File: src/rtl/tick_timer_pkg.sv
package tick_timer_pkg;
  // Register byte offsets (software-visible map)
  localparam int unsigned OFF_CTRL = 'h00;
  localparam int unsigned OFF_IEN  = 'h0C;
  localparam int unsigned OFF_STAT = 'h10;
  localparam int unsigned OFF_EVG  = 'h14;
  localparam int unsigned OFF_CNT  = 'h24;
  localparam int unsigned OFF_PSC  = 'h28;
  localparam int unsigned OFF_ARR  = 'h2C;

  // Bit positions inside those words
  localparam int CTRL_RUN_BIT     = 0;
  localparam int CTRL_OVFONLY_BIT = 2;
  localparam int IEN_IRQ_BIT      = 0;
  localparam int IEN_DMA_BIT      = 8;

  typedef struct packed {
    logic run;
    logic ovf_only;
  } ctrl_t;

  typedef struct packed {
    logic irq_en;
    logic dma_en;
  } ien_t;
endpackage

File: src/rtl/tick_timer_prescale.sv
module tick_timer_prescale #(
  parameter int PSC_W = 16
) (
  input  logic             clk,
  input  logic             rst,
  input  logic             clk_en,
  input  logic             run_i,
  input  logic             reload_i,
  input  logic [PSC_W-1:0] psc_pre_i,
  output logic             tick_o
);
  logic [PSC_W-1:0] psc_act_q;
  logic [PSC_W-1:0] phase_q;

  assign tick_o = run_i && (phase_q == psc_act_q);

  always_ff @(posedge clk) begin
    if (rst) begin
      psc_act_q <= '0;
      phase_q   <= '0;
    end else if (clk_en) begin
      if (reload_i) begin
        psc_act_q <= psc_pre_i;
        phase_q   <= '0;
      end else if (run_i) begin
        phase_q <= tick_o ? '0 : phase_q + 1'b1;
      end
    end
  end
endmodule

File: src/rtl/tick_timer_count.sv
module tick_timer_count #(
  parameter int CNT_W = 16
) (
  input  logic             clk,
  input  logic             rst,
  input  logic             clk_en,
  input  logic             tick_i,
  input  logic [CNT_W-1:0] arr_i,
  input  logic             force_i,
  input  logic             wr_i,
  input  logic [CNT_W-1:0] wdata_i,
  output logic [CNT_W-1:0] cnt_o,
  output logic             ovf_o
);
  logic [CNT_W-1:0] cnt_q;
  logic             at_top;

  assign at_top = (cnt_q == arr_i);
  assign ovf_o  = clk_en && tick_i && at_top && !force_i && !wr_i;
  assign cnt_o  = cnt_q;

  always_ff @(posedge clk) begin
    if (rst) begin
      cnt_q <= '0;
    end else if (clk_en) begin
      if (force_i)      cnt_q <= '0;
      else if (wr_i)    cnt_q <= wdata_i;
      else if (tick_i)  cnt_q <= at_top ? '0 : cnt_q + 1'b1;
    end
  end
endmodule

File: src/rtl/tick_timer_regs.sv
module tick_timer_regs
  import tick_timer_pkg::*;
#(
  parameter int ADDR_W = 6,
  parameter int DATA_W = 32,
  parameter int CNT_W  = 16,
  parameter int PSC_W  = 16
) (
  input  logic              clk,
  input  logic              rst,
  input  logic              clk_en,
  input  logic [ADDR_W-1:0] bus_addr,
  input  logic              bus_we,
  input  logic [DATA_W-1:0] bus_wdata,
  output logic [DATA_W-1:0] bus_rdata,
  input  logic [CNT_W-1:0]  cnt_i,
  input  logic              ovf_i,
  output ctrl_t             ctrl_o,
  output logic [PSC_W-1:0]  psc_pre_o,
  output logic [CNT_W-1:0]  arr_o,
  output logic              force_o,
  output logic              cnt_wr_o,
  output logic [CNT_W-1:0]  cnt_wdata_o,
  output logic              flag_o,
  output logic              irq_o,
  output logic              dma_req_o
);
  localparam logic [CNT_W-1:0] ARR_RST = '1;

  ctrl_t             ctrl_q;
  ien_t              ien_q;
  logic [PSC_W-1:0]  psc_pre_q;
  logic [CNT_W-1:0]  arr_q;
  logic              flag_q;
  logic              dma_q;
  logic [DATA_W-1:0] rdata_q;
  logic [DATA_W-1:0] rd_mux;
  logic              signal_evt;
  logic              unused_wdata;

  logic wr_ctrl, wr_ien, wr_stat, wr_cnt, wr_psc, wr_arr;

  assign wr_ctrl = clk_en && bus_we && (bus_addr == ADDR_W'(OFF_CTRL));
  assign wr_ien  = clk_en && bus_we && (bus_addr == ADDR_W'(OFF_IEN));
  assign wr_stat = clk_en && bus_we && (bus_addr == ADDR_W'(OFF_STAT));
  assign wr_cnt  = clk_en && bus_we && (bus_addr == ADDR_W'(OFF_CNT));
  assign wr_psc  = clk_en && bus_we && (bus_addr == ADDR_W'(OFF_PSC));
  assign wr_arr  = clk_en && bus_we && (bus_addr == ADDR_W'(OFF_ARR));
  assign force_o = clk_en && bus_we && (bus_addr == ADDR_W'(OFF_EVG)) && bus_wdata[0];

  assign cnt_wr_o     = wr_cnt;
  assign cnt_wdata_o  = bus_wdata[CNT_W-1:0];
  assign unused_wdata = ^bus_wdata;

  // Update events that may touch the flag and the DMA line
  assign signal_evt = ovf_i || (force_o && !ctrl_q.ovf_only);

  always_ff @(posedge clk) begin
    if (rst) begin
      ctrl_q    <= '0;
      ien_q     <= '0;
      psc_pre_q <= '0;
      arr_q     <= ARR_RST;
      flag_q    <= 1'b0;
    end else if (clk_en) begin
      if (wr_ctrl) begin
        ctrl_q.run      <= bus_wdata[CTRL_RUN_BIT];
        ctrl_q.ovf_only <= bus_wdata[CTRL_OVFONLY_BIT];
      end
      if (wr_ien) begin
        ien_q.irq_en <= bus_wdata[IEN_IRQ_BIT];
        ien_q.dma_en <= bus_wdata[IEN_DMA_BIT];
      end
      if (wr_psc) psc_pre_q <= bus_wdata[PSC_W-1:0];
      if (wr_arr) arr_q     <= bus_wdata[CNT_W-1:0];
      if (signal_evt)   flag_q <= 1'b1;
      else if (wr_stat) flag_q <= flag_q & bus_wdata[0];
    end
  end

  always_ff @(posedge clk) begin
    if (rst || !clk_en) dma_q <= 1'b0;
    else                dma_q <= signal_evt && ien_q.dma_en;
  end

  always_comb begin
    rd_mux = '0;
    case (bus_addr)
      ADDR_W'(OFF_CTRL): begin
        rd_mux[CTRL_RUN_BIT]     = ctrl_q.run;
        rd_mux[CTRL_OVFONLY_BIT] = ctrl_q.ovf_only;
      end
      ADDR_W'(OFF_IEN): begin
        rd_mux[IEN_IRQ_BIT] = ien_q.irq_en;
        rd_mux[IEN_DMA_BIT] = ien_q.dma_en;
      end
      ADDR_W'(OFF_STAT): rd_mux[0] = flag_q;
      ADDR_W'(OFF_CNT): begin
        rd_mux[CNT_W-1:0]  = cnt_i;
        rd_mux[DATA_W-1]   = flag_q;
      end
      ADDR_W'(OFF_PSC): rd_mux[PSC_W-1:0] = psc_pre_q;
      ADDR_W'(OFF_ARR): rd_mux[CNT_W-1:0] = arr_q;
      default: rd_mux = '0;
    endcase
  end

  always_ff @(posedge clk) begin
    if (rst)         rdata_q <= '0;
    else if (clk_en) rdata_q <= rd_mux;
  end

  assign bus_rdata = rdata_q;
  assign ctrl_o    = ctrl_q;
  assign psc_pre_o = psc_pre_q;
  assign arr_o     = arr_q;
  assign flag_o    = flag_q;
  assign irq_o     = flag_q & ien_q.irq_en;
  assign dma_req_o = dma_q;
endmodule

File: src/rtl/tick_timer.sv
module tick_timer
  import tick_timer_pkg::*;
#(
  parameter int ADDR_W = 6,
  parameter int DATA_W = 32,
  parameter int CNT_W  = 16,
  parameter int PSC_W  = 16
) (
  input  logic              clk,
  input  logic              rst,
  input  logic              clk_en,
  input  logic [ADDR_W-1:0] bus_addr,
  input  logic              bus_we,
  input  logic [DATA_W-1:0] bus_wdata,
  output logic [DATA_W-1:0] bus_rdata,
  output logic              irq_o,
  output logic              dma_req_o
);
  ctrl_t            ctrl_w;
  logic [PSC_W-1:0] psc_pre_w;
  logic [CNT_W-1:0] arr_w;
  logic [CNT_W-1:0] cnt_w;
  logic [CNT_W-1:0] cnt_wdata_w;
  logic             force_w, cnt_wr_w, ovf_w, tick_w, flag_w;
  logic             run_w, ovf_only_w;

  assign run_w      = ctrl_w.run;
  assign ovf_only_w = ctrl_w.ovf_only;

  tick_timer_regs #(
    .ADDR_W(ADDR_W), .DATA_W(DATA_W), .CNT_W(CNT_W), .PSC_W(PSC_W)
  ) u_regs (
    .clk(clk), .rst(rst), .clk_en(clk_en),
    .bus_addr(bus_addr), .bus_we(bus_we), .bus_wdata(bus_wdata),
    .bus_rdata(bus_rdata),
    .cnt_i(cnt_w), .ovf_i(ovf_w),
    .ctrl_o(ctrl_w), .psc_pre_o(psc_pre_w), .arr_o(arr_w),
    .force_o(force_w), .cnt_wr_o(cnt_wr_w), .cnt_wdata_o(cnt_wdata_w),
    .flag_o(flag_w), .irq_o(irq_o), .dma_req_o(dma_req_o)
  );

  tick_timer_prescale #(.PSC_W(PSC_W)) u_psc (
    .clk(clk), .rst(rst), .clk_en(clk_en),
    .run_i(run_w), .reload_i(ovf_w || force_w),
    .psc_pre_i(psc_pre_w), .tick_o(tick_w)
  );

  tick_timer_count #(.CNT_W(CNT_W)) u_cnt (
    .clk(clk), .rst(rst), .clk_en(clk_en),
    .tick_i(tick_w), .arr_i(arr_w),
    .force_i(force_w), .wr_i(cnt_wr_w), .wdata_i(cnt_wdata_w),
    .cnt_o(cnt_w), .ovf_o(ovf_w)
  );
endmodule

File: config.mk
export PLATFORM = sky130hd
export DESIGN_NAME = tick_timer
export DESIGN_NICKNAME = d
export VERILOG_FILES = /design/src/rtl/tick_timer_pkg.sv /design/src/rtl/tick_timer_prescale.sv /design/src/rtl/tick_timer_count.sv /design/src/rtl/tick_timer_regs.sv /design/src/rtl/tick_timer.sv
export SDC_FILE = /design/constraint.sdc
export NUM_CORES = 1
export LEC_CHECK = 0
export BUFFER_PORTS_ARGS = -buffer_cell sky130_fd_sc_hd__buf_2
export CAP_MARGIN = 30
export CELL_PAD_IN_SITES_DETAIL_PLACEMENT = 2
export CELL_PAD_IN_SITES_GLOBAL_PLACEMENT = 2
export CORE_ASPECT_RATIO = 0.75
export CORE_UTILIZATION = 38
export DETAILED_ROUTE_END_ITERATION = 8
export GPL_ROUTABILITY_DRIVEN = 0
export GPL_TIMING_DRIVEN = 0
export PLACE_DENSITY_LB_ADDON = 0.1
export SETUP_SLACK_MARGIN = 0.15
export SKIP_LAST_GASP = 1
export SYNTH_ARGS = -nofsm -noshare
export SYNTH_HDL_FRONTEND = slang
export SYNTH_HIERARCHICAL = 1
export SYNTH_SLANG_ARGS = --single-unit
File: constraint.sdc
create_clock -name clk -period 5.9 [get_ports clk]
set_input_delay 0.295 -clock clk [delete_from_list [all_inputs] [get_ports clk]]
set_output_delay 0.295 -clock clk [all_outputs]
set_load 0.03 [all_outputs]
==> run metrics, run 1 <==
HPWL after DPL 14200 um; Pwr Density 232 mW/mm^2; total track usage 25.9%; TNS Setup 0 ns; status complete, no violations; Layout fillers 1535; number of buffers added on ports 44; sequential share of the synthesized area 38.1%; Worst Skew 0.00808 ns; R2R Path End u_psc/psc_act_q[0]$_SDFFE_PP0P_; Max clock buf depth 2; Simple-Gate Fraction of Synth Area 25.3%; share of cells above drive strength 1 22.9%; Root Driver clkbuf_16; worst skew pair latency 0.35 ns; CTS Hold Bufs 0; Routed Antenna Nets 0; startpoint types flip-flop; WHS Path Cells 3; first-pass GRT wire length 29100 um; crit share post-route 61.2%; Yosys top cell area share 38.1%; Final Slew Violations 0; vias in the first global route 5167; Max Clk Rate 0.277 GHz; pre-CTS setup slack 2.31 ns; number of synthesized register bits 103; Netlist Area Pre-Place 0.00541 sq mm; Worst Setup EP u_psc/psc_act_q[0]$_SDFFE_PP0P_; Hold Violations, Final 0; initial antenna violation count 0; Initial DRC Count 267; NumNets Final 730; Critical Path AT 3.88 ns; Clk pin slew, worst setup/hold paths 0.08 ns; Mapped Avg Cell Area 8.76 sq um; worst setup margin 2.29 ns; R2R Path Start u_psc/phase_q[0]$_SDFFE_PP0P_; Slew headroom 46.2%; total wire length 18300 um; Row Count 37; Area contributors post-synth dfxtp_1 38%, nand2_1 8.1%, xor2_1 7.1%; Die Footprint 0.0147 sq mm; clock sinks 103; crit path time final 3.61 ns; CTS tree done; Ys Warns 6; # Post-CTS Setup Buffers 0; largest family of logic cells by synthesized area simple AND/OR/NAND/NOR gates; Finish-stage setup viols 0; gr ovfl total 0; DR vias/cell 5.51; ANT cells 0; DR vias 4770; cells after synthesis 617; Die X 140 um; WHS 0.202 ns; worst r2r path cells 12; Synth Area in XOR/XNOR 8.75%; MaxCap Viol Count 0; Synth Area in Adders 0.463%; die height 105 um; worst-margin pin slew 0.807 ns; DRC Markers 0; ys async rst share 0%; critical path endpoint category flip-flop; Core Area 0.0138 sq mm; post-synth cell types 65; total power 0.00144 W; main flop type after synthesis dfxtp_1; RSZ-0062 raised after global routing no; Critical Path Source u_psc/phase_q[0]$_SDFFE_PP0P_; Resized cells post-CTS 0; area delta synth->final 14.9%; post-synthesis compound-gate area fraction 14.2%; leak pwr 2.51 nW; peak supply drop 0.000172 V; Crit Path Max Fanout 10; fin area 0.00621 sq mm; multiplexer area fraction after synthesis 4.14%; largest net degree at the start of global routing 20; largest area contributor in the netlist dfxtp_1; HP Class input pin to flip-flop; IO Count 76; detailed-router iteration count before antenna repair 5; Placed Area 0.00590 sq mm; Post-synth EDFFs 0; FF-to-FF setup slack 2.29 ns; H-tree depth 3; Critical Path RT 6.17 ns; Starting Density 39.2%; Inserted Clock Buffers 9; kind of critical path flip-flop to flip-flop; Wirelength per Cell 21.1 um
[cells in the mapped netlist (2+ instances only)]
master and count:
and2b_1 3, a21oi_1 28, buf_4 37, mux2i_1 19, nand3_4 2, inv_1 6, and3_2 2, nand2b_1 2
o21ai_0 7, and2_1 3, clkbuf_1 10, xnor2_1 10, a221oi_1 2, nor4_1 6, dfxtp_1 103, nand4_1 13
and4_1 2, o21ai_2 8, a21oi_2 10, a221o_1 14, ha_1 2, xor2_1 44, and3_1 7, o21a_1 2
buf_2 8, mux2_2 3, nor3_1 3, a22oi_1 17, o31ai_1 2, nand2_1 117, a311oi_1 3, nor4_2 5
nand3b_1 19, nor2_1 47, nand3_1 13, buf_6 6, nor2b_1 2, a22o_1 3
[cell families after synthesis]
group | Yosys count
other | 1
xor gates and xnor gates | 54
and+or+nand+nor | 261
muxes | 22
buffers and inverters | 70
AOI/OAI and AO/OA | 104
DFF | 103
adders and majority gates | 2
[cell usage in the layout, fill, tap and decap left out, types with 3 or more instances in the layout]
master,netlist,layout
nand2_1,117,117
dfxtp_1,103,103
buf_2,8,52
nor2_1,47,47
xor2_1,44,44
buf_4,37,37
a21oi_1,28,28
mux2i_1,19,19
nand3b_1,19,19
a22oi_1,17,17
conb_1,1,15
a221o_1,14,14
nand3_1,13,13
nand4_1,13,13
clkbuf_1,10,10
xnor2_1,10,10
a21oi_2,10,10
clkbuf_16,0,9
o21ai_2,8,8
and3_1,7,7
o21ai_0,7,7
nor4_1,6,6
buf_6,6,6
inv_1,6,6
nor4_2,5,5
and2b_1,3,3
nor3_1,3,3
and2_1,3,3
mux2_2,3,3
a22o_1,3,3
a311oi_1,3,3
[layout make-up]
class | instances | area (sq um) | area share (%)
Buffer | 64 | 462 | 7.43
Tap cell | 175 | 219 | 3.53
Sequential cell | 103 | 2060 | 33.2
Clock buffer | 9 | 225 | 3.63
Inverter | 6 | 22.5 | 0.363
Multi-Input combinational cell | 458 | 2910 | 46.9
Clock inverter | 7 | 86.3 | 1.39
Timing Repair Buffer | 44 | 220 | 3.55
[per-layer routing]
metal,up-vias,track usage (%),share of wire (%)
li1,2239,-,-
met1,2415,36.3,49
met2,105,42.0,46
met3,11,4.13,4.9
met4,0,5.34,0.60
met5,-,0,0
[registers in the layout, indices dropped and copies added (netlist names)]
| register | flops |
|---|---|
| u_cnt/cnt_o | 16 |
| u_psc/phase_q | 16 |
| u_psc/psc_act_q | 16 |
| u_regs/arr_o | 16 |
| u_regs/bus_rdata | 17 |
| u_regs/ctrl_o | 2 |
| u_regs/dma_req_o | 1 |
| u_regs/flag_o | 1 |
| u_regs/ien_q | 2 |
| u_regs/psc_pre_o | 16 |
[metrics by stage]
step,std cells,utilization [%]
after floorplan,631,-
after global placement,850,42.8
after detailed placement,850,42.8
after CTS,866,45.0
after global routing,866,45.0
final,866,45.0
[power breakdown]
group,leakage [nW],internal (W),switching [W]
registers,0.830,0.000696,0.00000176
logic,1.53,0.0000378,0.0000685
clock network,0.150,0.000339,0.000296
total,2.51,0.00107,0.000367
[worst min-delay path by stage]
stage / startpoint / endpoint / slack, ns
after floorplan: rst / u_cnt/cnt_o[15]$_SDFFE_PP0P_ / 0.38
after CTS: bus_wdata[11] / u_regs/arr_o[11]$_SDFFE_PP1P_ / 0.19
after global routing: bus_wdata[11] / u_regs/psc_pre_o[11]$_SDFFE_PP0P_ / 0.23
after global placement: u_regs/bus_rdata[31]$_SDFFE_PP0P_ / u_regs/bus_rdata[31]$_SDFFE_PP0P_ / 0.45
final: bus_wdata[11] / u_regs/arr_o[11]$_SDFFE_PP1P_ / 0.20
after detailed placement: u_psc/psc_act_q[15]$_SDFFE_PP0P_ / u_psc/psc_act_q[15]$_SDFFE_PP0P_ / 0.47
[critical path: stages (launching register included)]
cell and delay, ns:
dfxtp_1 0.46, xor2_1 0.12, nor4_1 0.32, nand4_1 0.20, nor3_1 0.51, nand3_1 0.18, nor2_1 0.28, or2_1 0.24
and2_1 0.15, clkbuf_1 0.32, clkbuf_1 0.46, nand2_1 0.12, a21oi_1 0.17
Power figures use the tool's default switching activity.
==> run 2, diff against run 1 <==
ABC_AREA = 1   (was unset)
CORE_UTILIZATION = 29   (was 38)
clock period = 3.25 ns   (was 5.9 ns; I/O delays follow)
==> run 2 against run 1 <==
Wire length grew 35%; clock skew rose by 0.0047 ns; non-clock buffer count grew 4; worst hold slack got worse by 0.12 ns; synthesized cell count rose by 59%; via count rose by 34%; largest power group is now clock; sequential power increased by 82%; synthesized area increased by 19%; largest cell class unchanged; die area is 55% higher.
==> run metrics, run 2 <==
Starting Density 30.0% (-9.2 points); number of synthesized register bits 103 (unchanged); Worst path slowest cell dfxtp_1; first-pass GRT wire length 38200 um (+32%); Row Count 46 (+24%); DRC Markers 0 (unchanged); worst-margin pin slew 0.838 ns (+0.0307 ns); worst skew pair latency 0.36 ns (about the same); Die Footprint 0.0228 sq mm (+55%); power share of the combinational group 7.5% (about the same); top-count cell post-synth nand2_1; ys async rst share 0% (unchanged); DR vias/cell 4.77 (-13%); Ys Warns 6 (unchanged); Pint 0.00210 W (+96%); clock network power share 46.7% (+2.6 points); number of buffers added on ports 44 (unchanged); MaxCap Viol Count 0 (unchanged); Finish-stage setup viols 0 (unchanged); clock sinks 103 (unchanged); most frequent cells in the layout 290 x nand2_1, 118 x nor2_1, 95 x dfxtp_1; NumNets Final 1097 (+50%); post-synth cell types 44 (-32%); largest area contributor in the netlist dfxtp_1; CP top delay family simple AND/OR/NAND/NOR gates; DR vias 6414 (+34%); Area contributors post-synth dfxtp_1 32%, nand2_1 17%, nor2_1 6.9%; CP dominant cell by count nand2_1; Root Driver clkbuf_16; largest net degree at the start of global routing 17 (-15%); post-synthesis compound-gate area fraction 9.55% (-4.7 points); Layout fillers 2689 (+75%); Final Slew Violations 0 (unchanged); TNS Setup 0 ns (unchanged); Synth Area in XOR/XNOR 2.72% (-6.0 points); Crit Path Max Fanout 10 (unchanged); gr ovfl total 0 (unchanged); Simple-Gate Fraction of Synth Area 41.9% (+17 points); Hold Violations, Final 0 (unchanged); Post-synth EDFFs 0 (unchanged); CTS tree done; crit share post-route 90.0% (+29 points); Reg power frac 45.9% (-2.6 points); share of cells above drive strength 1 22.2% (-0.65 points); commonest non-fill, non-tap cell in the layout nand2_1; Die X 174 um (+24%); Mapped Avg Cell Area 6.53 sq um (-25%); # Post-CTS Setup Buffers 0 (unchanged); Clk pin slew, worst setup/hold paths 0.08 ns (about the same); initial antenna violation count 0 (unchanged); Critical Path Max Stage Delay 0.39 ns (-0.12 ns); Critical Path AT 3.23 ns (-0.65 ns); Synth Area in Adders 0.389% (-0.074 points); sequential share of the synthesized area 32.1% (-6.1 points); pre-CTS setup slack 0.0739 ns (-2.23 ns); Yosys top cell area share 32.1% (-6.1 points); peak supply drop 0.000202 V (+17%); Initial DRC Count 258 (-3.4%); Max Clk Rate 0.342 GHz (+23%); Largest register FFs 17 (unchanged); total track usage 22.3% (-3.6 points); Core Area 0.0214 sq mm (+55%); CTS Hold Bufs 0 (unchanged); IO Count 76 (unchanged); RSZ-0062 raised after global routing no; status complete, no violations; Routed Antenna Nets 0 (unchanged); Critical Path RT 3.55 ns (-2.62 ns); HP Class input pin to flip-flop; HPWL after DPL 20000 um (+41%); critical path endpoint category flip-flop; worst setup margin 0.325 ns (-1.97 ns); Max clock buf depth 2 (unchanged); die height 131 um (+24%); largest family of logic cells by synthesized area simple AND/OR/NAND/NOR gates; vias in the first global route 6574 (+27%); ANT cells 0 (unchanged); Pwr Density 372 mW/mm^2 (+60%); H-tree depth 3 (unchanged); detailed-router iteration count before antenna repair 4 (-1); startpoint types flip-flop; cells after synthesis 984 (+59%); area delta synth->final 15.8%; Slew headroom 43.6% (-2.6 points); Wirelength per Cell 18.3 um (-13%); Sw Pwr 0.000668 W (+82%); Critical Path, Cell by Cell inv_1, nand2_1, nand2_1, nor2_2, nand2_1, nor2_4, and3_2, nand2_1, nor3_2, inv_1, nand2_2, nand2_2, inv_2, nor2_4, inv_2, nand3_2, nor2_4, nand2_1, nand2_1, nand2_1, nor2_1; Netlist Area Pre-Place 0.00643 sq mm (+19%); Inserted Clock Buffers 9 (unchanged); switching share of power 24.2% (-1.3 points); Commonest cells post-synth 291 x nand2_1, 119 x nor2_1, 103 x dfxtp_1, 86 x inv_1, 68 x nand3_1; kind of critical path flip-flop to flip-flop; main flop type after synthesis dfxtp_1; Worst Skew 0.0128 ns (+0.00470 ns); leak pwr 3.56 nW (+42%); crit path time final 2.92 ns (-0.684 ns); crit path buf inv count 4 (+2); total wire length 24600 um (+35%); multiplexer area fraction after synthesis 0% (-4.1 points)
[run 2: kinds of logic (layout without fill, tap and decap cells)]
family,count (synthesis),in the layout
adders and majority gates,2,2
and+or+nand+nor,591,591
DFF,103,103
AOI/OAI and AO/OA,99,99
xor gates and xnor gates,20,20
buffers and inverters,168,228
other,1,15
[run 2: area by class of cell]
cell class	instances	area (sq um)	area share, %
Buffer	68	473	6.35
Sequential cell	103	2070	27.8
Clock inverter	6	108	1.44
Timing Repair Buffer	44	220	2.96
Inverter	100	380	5.11
Tap cell	288	360	4.84
Clock buffer	10	239	3.21
Multi-Input combinational cell	727	3590	48.3
[run 2: final timing paths]
path                                 endpoint  depth (start not counted)  slack [ns]                        startpoint
max            u_psc/phase_q[15]$_SDFFE_PP0P_                         21        0.33    u_psc/phase_q[12]$_SDFFE_PP0P_
min              u_regs/arr_o[9]$_SDFFE_PP1P_                          3        0.08                      bus_wdata[9]
max reg2reg    u_psc/phase_q[15]$_SDFFE_PP0P_                         21        0.33    u_psc/phase_q[12]$_SDFFE_PP0P_
min reg2reg  u_regs/bus_rdata[5]$_SDFFE_PP0P_                          2        0.48  u_regs/bus_rdata[5]$_SDFFE_PP0P_
[run 2: power by group through the flow]
| stage | registers (W) | clock network (W) | logic (W) |
|---|---|---|---|
| 2_1_floorplan | 0.00130 | 0 | 0.000126 |
| 5_1_grt | 0.00127 | 0.00138 | 0.000222 |
| 3_3_place_gp | 0.00130 | 0 | 0.000204 |
| 3_5_place_dp | 0.00130 | 0 | 0.000206 |
| 4_1_cts | 0.00127 | 0.00133 | 0.000207 |
| 6_report | 0.00127 | 0.00129 | 0.000207 |
[run 2: layer usage]
metal,vias up,GRT usage (%),part of all wire [%]
met5,-,0,0
met4,0,3.35,0.56
met3,9,3.07,4.1
met2,104,32.2,39
met1,3113,35.0,56
li1,3188,-,-
[run 2: worst min-delay path: cells and delay by family]
family                 cells  cell delay [ns]
AND/OR/NAND/NOR            2             0.13
buffers and inverters      1             0.12
[run 2: timing repair]
action	4_1_cts	5_1_grt
endpoints found under the setup margin	2	5
gates resized for setup	2	12
gates cloned	0	0
pin swaps	0	1
endpoints found under the hold margin	0	0
[run 2: through the flow]
step | util (%) | std cells | hold WS, ns | total power (W) | instance area (sq um)
after detailed placement | 33.0 | 1330 | 0.445 | 0.00150 | 7060
after floorplan | - | 998 | 0.241 | 0.00143 | 6480
after global routing | 34.8 | 1346 | 0.0783 | 0.00287 | 7450
after global placement | 33.0 | 1330 | 0.445 | 0.00150 | 7060
after CTS | 34.7 | 1346 | 0.0718 | 0.00281 | 7420
final | 34.8 | 1346 | 0.0817 | 0.00277 | 7450
==> run 3, diff against run 2 <==
CORE_MARGIN = 4   (was unset)
==> run 3 against run 2 <==
Design area decreased by 0.47%; clock power shrank 16%; worst hold slack lost 0.0059 ns; largest power group is now sequential cells; highest routed layer unchanged.
==> run metrics, run 3 (same netlist as run 2, synthesis figures left out) <==
status complete, no violations; DR vias/cell 4.84 (+1.5%); Critical Path AT 3.08 ns (-0.15 ns); multi-input logic area 0.00360 sq mm (+0.10%); DRC Markers 0 (unchanged); peak supply drop 0.000245 V (+21%); Slew headroom 48.6% (+4.9 points); DR vias 6516 (+1.6%); number of buffers added on ports 44 (unchanged); total wire length 24800 um (+0.60%); Largest register FFs 17 (unchanged); gr ovfl total 0 (unchanged); Max Clk Rate 0.353 GHz (+3.3%); worst setup margin 0.420 ns (+0.0945 ns); worst hold endpoint u_regs/arr_o[6]$_SDFFE_PP1P_; detailed-router iteration count before antenna repair 4 (unchanged); die height 137 um (+4.6%); critical path endpoint category flip-flop; Root Driver clkbuf_16; power share of the combinational group 8.1% (+0.6 points); area delta synth->final 15.3%; R2R Path End u_psc/phase_q[7]$_SDFFE_PP0P_; worst-margin pin slew 0.764 ns (-0.0734 ns); CTS Hold Bufs 0 (unchanged); Die Footprint 0.0246 sq mm (+8.2%); register area 0.00209 sq mm (+1.0%); initial antenna violation count 0 (unchanged); Die X 180 um (+3.4%); Finish-stage setup viols 0 (unchanged); clock network power share 42.2% (-4.5 points); Reg power frac 49.7% (+3.8 points); worst r2r path cells 18 (-14%); CTS tree done; Routed Antenna Nets 0 (unchanged); crit path time final 2.83 ns (-0.0945 ns); NumNets Final 1098 (+0.091%); crit share post-route 87.1% (-2.9 points); Worst Skew 0.00829 ns (-0.00449 ns); H-tree depth 3 (unchanged); FF-to-FF setup slack 0.42 ns (+0.09 ns); ANT cells 0 (unchanged); HP Class input pin to flip-flop; Critical Path Source u_cnt/cnt_o[2]$_SDFFE_PP0P_; Inserted Clock Buffers 9 (unchanged); Max clock buf depth 2 (unchanged); Crit Path Max Fanout 10 (unchanged); Wirelength per Cell 18.4 um (+0.52%); TNS Setup 0 ns (unchanged); WHS Path Cells 3 (unchanged); Pwr Density 344 mW/mm^2 (-7.4%); Hold Violations, Final 0 (unchanged); worst skew pair latency 0.36 ns (about the same); Row Count 46 (unchanged); total power 0.00255 W (-7.9%); Clk pin slew, worst setup/hold paths 0.08 ns (about the same); Starting Density 30.0% (-0.081 points); Pint 0.00186 W (-11%); Layout fillers 2680 (-0.33%); share of cells above drive strength 1 23.0% (+0.83 points); RSZ-0062 raised after global routing no; leak pwr 3.53 nW (-0.83%); Final Slew Violations 0 (unchanged); Sw Pwr 0.000685 W (+2.5%); MaxCap Viol Count 0 (unchanged); most frequent cells in the layout 290 x nand2_1, 117 x nor2_1, 86 x inv_1, 86 x dfxtp_1, 68 x nand3_1; Critical Path RT 3.50 ns (-0.05 ns); startpoint types flip-flop; IO Count 76 (unchanged); total track usage 20.5% (-1.8 points); Core Area 0.0215 sq mm (+0.27%); pre-CTS setup slack 0.0635 ns (-0.0104 ns); kind of critical path flip-flop to flip-flop; vias in the first global route 6669 (+1.4%); Initial DRC Count 361 (+40%); HPWL after DPL 20200 um (+1.3%); min-delay src bus_wdata[6]; commonest non-fill, non-tap cell in the layout nand2_1; clock sinks 103 (unchanged); largest net degree at the start of global routing 17 (unchanged); R2R Path Start u_cnt/cnt_o[2]$_SDFFE_PP0P_; first-pass GRT wire length 39100 um (+2.2%); switching share of power 26.9% (+2.7 points)
run 3: cell count changes in the layout (fill, tap and decap cells not counted), sizes merged:
cell and delta:
clkinvlp +1, clkinv +1, buf +1, bufinv -3, clkbuf +1
run 3: how the worst max path moves through the flow:
stage	end	slack, ns
global route	u_psc/phase_q[15]$_SDFFE_PP0P_	0.16
detailed placement	u_psc/phase_q[7]$_SDFFE_PP0P_	0.06
global placement	u_psc/phase_q[15]$_SDFFE_PP0P_	0.13
finish	u_psc/phase_q[7]$_SDFFE_PP0P_	0.42
floorplan	u_psc/phase_q[7]$_SDFFE_PP0P_	0.96
CTS	u_psc/phase_q[7]$_SDFFE_PP0P_	0.15
run 3: what timing repair did:
action                     in CTS  in global routing
gates resized for setup         1                 29
setup endpoints to repair       2                 12
pin swaps                       0                  5
setup buffers                   0                  1
run 3: power by group through the flow:
| stage | registers [W] | logic (W) | clock network, W |
|---|---|---|---|
| floorplan | 0.00130 | 0.000126 | 0 |
| global placement | 0.00130 | 0.000204 | 0 |
| detailed placement | 0.00130 | 0.000206 | 0 |
| CTS | 0.00127 | 0.000207 | 0.00111 |
| global route | 0.00127 | 0.000226 | 0.00117 |
| finish | 0.00127 | 0.000208 | 0.00108 |
run 3: layout make-up:
class | count | area share, %
clock inverters | 5 | 0.456
flip-flops and latches | 103 | 28.2
multi-input cells | 727 | 48.5
repair buffers | 45 | 3.07
well taps | 288 | 4.86
plain buffers | 68 | 6.38
inverters | 100 | 5.17
clock buffers | 11 | 3.27
run 3: worst max-delay path: stages (launching register included):
cell and delay, ns:
dfxtp_1 0.32, buf_4 0.17, xor2_1 0.16, nor2_1 0.15, nand2_1 0.08, nor2_2 0.13, nand2_4 0.12, buf_8 0.17
nor3_2 0.18, inv_1 0.07, nand2_2 0.11, nand2_2 0.12, inv_4 0.10, nor2_4 0.08, inv_2 0.12, nand3_2 0.11
nor2_4 0.23, xor2_1 0.22, nor2_2 0.06
run 3: per-layer routing:
metal	GRT usage, %	vias up	share of wire [%]
met5	0	-	0
met4	2.75	0	0.64
li1	-	3189	-
met1	32.2	3195	55
met3	3.83	11	4.7
met2	29.4	121	39
run 3: stage by stage:
step	std cells	area (sq um)	util [%]	hold slack [ns]
finish	1347	7410	34.5	0.0757
global route	1347	7410	34.5	0.0924
CTS	1346	7340	34.2	0.0809
detailed placement	1330	7060	32.9	0.456
global placement	1330	7060	32.9	0.443
floorplan	998	6480	-	0.241
